**config.mk**
```make
export PLATFORM = sky130hd
export DESIGN_NAME = msm_serial_mult
export DESIGN_NICKNAME = d
export VERILOG_FILES = /design/src/rtl/msm_pkg.sv /design/src/rtl/msm_sequencer.sv /design/src/rtl/msm_y_store.sv /design/src/rtl/msm_adder_row.sv /design/src/rtl/msm_serial_mult.sv
export SDC_FILE = /design/constraint.sdc
export NUM_CORES = 1
export LEC_CHECK = 0
export BUFFER_PORTS_ARGS = -buffer_cell sky130_fd_sc_hd__buf_2
export CAP_MARGIN = 0
export CORE_AREA = 2 2 100 102
export CTS_BUF_LIST = sky130_fd_sc_hd__clkbuf_4 sky130_fd_sc_hd__clkbuf_8
export DETAILED_ROUTE_END_ITERATION = 8
export DIE_AREA = 0 0 102 104
export GPL_ROUTABILITY_DRIVEN = 0
export PLACE_DENSITY_LB_ADDON = 0.05
export RECOVER_POWER = 50
export SLEW_MARGIN = 20
export SYNTH_ARGS = -nofsm -noshare
export SYNTH_HDL_FRONTEND = slang
export SYNTH_SLANG_ARGS = --single-unit
```
**constraint.sdc**
```tcl
create_clock -name clk -period 5.08 [get_ports clk]
set_input_delay 0.762 -clock clk [delete_from_list [all_inputs] [get_ports clk]]
set_output_delay 0.762 -clock clk [all_outputs]
set_load 0.01 [all_outputs]
```
**src/rtl/msm_pkg.sv**
```systemverilog
package msm_pkg;

    typedef enum logic [1:0] {
        PH_IDLE  = 2'd0,
        PH_FEED  = 2'd1,
        PH_FLUSH = 2'd2
    } msm_phase_e;

    // one-bit full adder: returns {carry, sum}
    function automatic logic [1:0] fa_add(input logic a, input logic b, input logic c);
        fa_add = {(a & b) | (a & c) | (b & c), a ^ b ^ c};
    endfunction

endpackage

```
**src/rtl/msm_sequencer.sv**
```systemverilog
module msm_sequencer
    import msm_pkg::*;
#(
    parameter int N = 16
) (
    input  logic clk,
    input  logic rst_n,
    input  logic x_valid,
    output logic start,
    output logic busy,
    output logic feed
);
    localparam int CW = $clog2(2 * N);
    localparam logic [CW-1:0] FEED_END = CW'(N - 1);
    localparam logic [CW-1:0] RUN_END  = CW'(2 * N - 1);

    typedef struct packed {
        msm_phase_e      phase;
        logic [CW-1:0]   cnt;
    } seq_t;

    seq_t st_d, st_q;
    logic last;

    always_comb begin
        st_d  = st_q;
        busy  = (st_q.phase != PH_IDLE);
        feed  = (st_q.phase == PH_FEED);
        last  = (st_q.phase == PH_FLUSH) && (st_q.cnt == RUN_END);
        start = x_valid && (!busy || last);
        if (start) begin
            st_d.phase = PH_FEED;
            st_d.cnt   = '0;
        end else begin
            case (st_q.phase)
                PH_FEED: begin
                    st_d.cnt = st_q.cnt + 1'b1;
                    if (st_q.cnt == FEED_END) st_d.phase = PH_FLUSH;
                end
                PH_FLUSH: begin
                    if (last) begin
                        st_d.phase = PH_IDLE;
                        st_d.cnt   = '0;
                    end else begin
                        st_d.cnt = st_q.cnt + 1'b1;
                    end
                end
                default: st_d = st_q;
            endcase
        end
    end

    always_ff @(posedge clk) begin
        if (!rst_n) st_q <= '{phase: PH_IDLE, cnt: '0};
        else        st_q <= st_d;
    end

endmodule

```
**src/rtl/msm_y_store.sv**
```systemverilog
module msm_y_store #(
    parameter int N = 16
) (
    input  logic         clk,
    input  logic         rst_n,
    input  logic         y_load,
    input  logic         y_bit,
    input  logic         capture,
    output logic [N-1:0] y_work
);
    typedef struct packed {
        logic [N-1:0] hold;
        logic [N-1:0] work;
    } ystore_t;

    ystore_t st_d, st_q;

    always_comb begin
        st_d = st_q;
        if (capture) st_d.work = st_q.hold;
        if (y_load) begin
            if (N > 1) st_d.hold = {y_bit, st_q.hold[N-1:1]};
            else       st_d.hold = y_bit;
        end
        y_work = st_q.work;
    end

    always_ff @(posedge clk) begin
        if (!rst_n) st_q <= '0;
        else        st_q <= st_d;
    end

endmodule

```
**src/rtl/msm_adder_row.sv**
```systemverilog
module msm_adder_row
    import msm_pkg::*;
#(
    parameter int N = 16
) (
    input  logic         clk,
    input  logic         rst_n,
    input  logic         clear,
    input  logic         step,
    input  logic         a_bit,
    input  logic [N-1:0] y_vec,
    output logic         lsb
);
    typedef struct packed {
        logic [N-1:0] s;
        logic [N-1:0] c;
    } row_t;

    row_t st_d, st_q;
    logic [N-1:0] pp, sin, sn, cn;

    for (genvar j = 0; j < N; j++) begin : g_stage
        assign pp[j] = a_bit & y_vec[j];
        if (j == N - 1) begin : g_top
            assign sin[j] = 1'b0;
        end else begin : g_mid
            assign sin[j] = st_q.s[j+1];
        end
        assign {cn[j], sn[j]} = fa_add(pp[j], sin[j], st_q.c[j]);
    end

    always_comb begin
        st_d = st_q;
        if (clear) begin
            st_d = '0;
        end else if (step) begin
            st_d.s = sn;
            st_d.c = cn;
        end
        lsb = sn[0];
    end

    always_ff @(posedge clk) begin
        if (!rst_n) st_q <= '0;
        else        st_q <= st_d;
    end

endmodule

```
**src/rtl/msm_serial_mult.sv**
```systemverilog
module msm_serial_mult
    import msm_pkg::*;
#(
    parameter int N = 16
) (
    input  logic clk,
    input  logic rst_n,
    input  logic y_load,
    input  logic y_bit,
    input  logic x_valid,
    input  logic x_bit,
    output logic busy,
    output logic p_valid,
    output logic p_bit
);
    typedef struct packed {
        logic x;
        logic pv;
        logic pb;
    } out_t;

    out_t         o_d, o_q;
    logic         start_w, busy_w, feed_w, lsb_w, a_w;
    logic [N-1:0] y_work_w;

    msm_sequencer #(.N(N)) u_seq (
        .clk     (clk),
        .rst_n   (rst_n),
        .x_valid (x_valid),
        .start   (start_w),
        .busy    (busy_w),
        .feed    (feed_w)
    );

    msm_y_store #(.N(N)) u_ystore (
        .clk     (clk),
        .rst_n   (rst_n),
        .y_load  (y_load),
        .y_bit   (y_bit),
        .capture (start_w),
        .y_work  (y_work_w)
    );

    msm_adder_row #(.N(N)) u_row (
        .clk   (clk),
        .rst_n (rst_n),
        .clear (start_w),
        .step  (busy_w),
        .a_bit (a_w),
        .y_vec (y_work_w),
        .lsb   (lsb_w)
    );

    always_comb begin
        a_w    = feed_w & o_q.x;
        o_d.x  = x_valid & x_bit;
        o_d.pv = busy_w;
        o_d.pb = busy_w & lsb_w;
    end

    always_ff @(posedge clk) begin
        if (!rst_n) o_q <= '0;
        else        o_q <= o_d;
    end

    assign busy    = busy_w;
    assign p_valid = o_q.pv;
    assign p_bit   = o_q.pb;

endmodule

```
==> summary.md <==
| Metric | Value |
|---|---|
| Status | `complete, no violations` |
| Starting Density | `33.9%` |
| Final Core Density | `36.8%` |
| Post-synthesis sequential area ratio | `45.2%` |
| Cell area power density | `328 nW/um^2` |
| Unique masters post-synth | `29` |
| DIE HEIGHT | `104 um` |
| Slew margin rel. | `32.3%` |
| Leakage | `1.19 nW` |
| HP Class | `reg -> reg` |
| PostCTS Resize Cnt | `0` |
| Vias | `2292` |
| Pre-Repair DR Iteration Count | `4` |
| CTS buffer count | `9` |
| Top cells by area, synth | `dfxtp_1 45%, fa_1 9.3%, nor2_1 9.1%, a21oi_1 7.7%, mux2i_1 6.2%` |
| # hold bufs at CTS | `0` |
| Die area | `10600 um^2` |
| VDD IR max | `0.0000974 V` |
| Met2 WL | `3060 um` |
| Most common cell after layout, fill and taps aside | `nor2_1` |
| Final worst-path cycle share | `53.6%` |
| WP depth | `4` |
| DRT iter0 DRCs | `98` |
| Synth async-reset ratio | `0%` |
| Fmax | `368 MHz` |
| Initial antenna violation count | `0` |
| Highest metal used | `met4` |
| Tot GR Track Use | `13.3%` |
| Rows | `36` |
| # IOs | `9` |
| R2R Path End | `u_row.sin[14]` |
| Crit path time final | `2720 ps` |
| Metal1 wirelength | `3040 um` |
| GRT overflow | `0` |
| Largest net degree at the start of global routing | `64` |
| Final ANT Viol Nets | `0` |
| Critical R2R Launch | `u_seq.st_q[0]` |
| Net Count, Synth | `402` |
| CTS clk-pin slew, worst paths | `70 ps` |
| Total negative setup slack | `0 ps` |
| Hold Violations, Final | `0` |
| Slew @ Worst Pin | `1010 ps` |
| CTS Sinks | `73` |
| Vias in the first global route | `2306` |
| CP required | `5250 ps` |
| Nets | `400` |
| CTS max path bufs | `2` |
| CP endpoint | `u_row.sin[14]` |
| Post-DR vias/cell | `4.49` |
| Synthesized netlist cell count | `374` |
| Commonest non-fill, non-tap cells in the layout | `78 x nor2_1, 73 x dfxtp_1, 50 x a21oi_1, 34 x inv_1, 20 x mux2i_1` |
| YS warnings | `0` |
| Synthesized flop and latch total | `73` |
| CTS root buf | `clkbuf_8` |
| Critical path's top delay family | `buffers and inverters` |
| Top_reg_cell synth | `dfxtp_1` |
| Number of flops mapped to enable cells by yosys | `0` |
| H-tree depth | `3` |
| Pins Over Slew Limit | `0` |
| Synth Area per Inst | `8.64 um^2` |
| Met3 wire len | `104 um` |
| Post-synth top area share | `45.2%` |
| Share of cells above drive strength 1 | `6.63%` |
| Final setup fails | `0` |
| Critical Path End Type | `flip-flop` |
| Area delta synth->final | `8.82%` |
| Mapped Area | `3230 um^2` |
| Post-DP HPWL | `4190 um` |
| Clock tree from TritonCTS | `built` |
| I/O Buffers | `8` |
| Unrepaired setup endpoints after global routing | `no` |
| R2R cell count | `6` |
| CP cell instances | `clkbuf_1 -> inv_1 -> o21ai_4 -> nor2_1` |
| Critical path class | `in -> reg` |
| Die W | `102 um` |
| CP arrival | `2890 ps` |
| Area leader, netlist | `dfxtp_1` |
| Core area | `9550 um^2` |
| CP startpoint | `x_valid` |
| Antenna cells | `0` |
| Max-Cap Viols | `0` |
| Worst skew pair latency | `330 ps` |
| R2R Setup Slk | `2610 ps` |
| Startpoint types | `input pin` |
| DRT Wirelength | `6270 um` |
| First-pass GRT wire length | `11100 um` |
| CP Buf/Inv Count | `2` |
| Clk_skew | `7.80 ps` |
| Setup Fix Bufs, Post-CTS | `0` |
| # DRC | `0` |
| Max incr delay on CP | `910 ps` |
| CP max FO | `37` |
| Wire per inst | `12.3 um` |
| Worst path slowest cell | `o21ai_4` |
| FILL cells | `1062` |
state kept, by name, summed over array words and instances, names as in the netlist:
signal,cells
u_ystore.y_work,16
u_row.st_q,16
o_q,1
u_seq.st_q,7
u_row.sin,15
p_bit,1
u_ystore.st_q,16
p_valid,1
layout make-up:
class / instances / area (um^2) / share of cell area [%]
Clock inverter: 3 / 15.0 / 0.427
Inverter: 36 / 135 / 3.84
Timing Repair Buffer: 9 / 42.5 / 1.21
Multi-Input combinational cell: 243 / 1530 / 43.5
Tap cell: 133 / 166 / 4.73
Sequential cell: 73 / 1460 / 41.5
Clock buffer: 13 / 166 / 4.73
worst min path at each step:
stage	to	depth (start not counted)	slack (ps)	from
after detailed placement	u_ystore.y_work[0]	2	470	u_ystore.st_q[16]
final	u_ystore.y_work[2]	2	480	u_ystore.y_work[2]
after floorplan	u_ystore.y_work[0]	2	440	u_ystore.st_q[16]
after CTS	u_ystore.y_work[0]	2	480	u_ystore.y_work[0]
after global placement	u_row.st_q[13]	2	470	u_row.st_q[13]
after global routing	u_row.sin[3]	2	510	u_row.sin[3]
cell families after synthesis:
logic type,count (synthesis),share of synthesized area (%)
adder cells (fa/ha/maj),22,12.0
buffers and inverters,58,7.51
AND/OR/NAND/NOR,127,16.6
AO/OA/AOI/OAI,74,12.5
flip-flops,73,45.2
multiplexers,20,6.19
synth_stat cells (2+ instances only):
master    instances
buf_1             4
o21ai_0          16
nand2_1          18
mux2i_1          20
dfxtp_1          73
nand3_1          19
inv_1            34
o31ai_1           2
clkbuf_1          8
and3_1            5
ha_1              7
nor2b_1           3
a21oi_1          50
fa_1             15
buf_2             5
buf_4             5
nor2_1           78
routing by layer:
| layer | up-vias | track usage [%] |
|---|---|---|
| met1 | 1063 | 17.7 |
| met5 | - | 0 |
| met4 | 0 | 4.86 |
| met3 | 7 | 2.42 |
| met2 | 13 | 21.3 |
| li1 | 1209 | - |
metrics by stage:
stage	std cells	power [mW]	setup WS (ps)	instance area (um^2)	hold slack, ps
after floorplan	374	0.724	3100	3230	443
after global placement	494	0.754	2510	3340	466
after detailed placement	494	0.753	2430	3340	467
after CTS	510	1.18	2470	3520	483
after global routing	510	1.23	2110	3520	510
final	510	1.15	2360	3520	477
tightest hold or removal path: stages, from the launching register on:
cell	delay, ps
dfxtp_1	310
o21ai_0	60
a21oi_1	60
report_power, final:
part           switching, mW  internal [mW]  leakage, nW
clock network          0.208          0.213        0.100
logic                  0.114         0.0343        0.502
registers            0.00554          0.580        0.589
total                  0.328          0.827         1.19
Power figures use the tool's default switching activity.
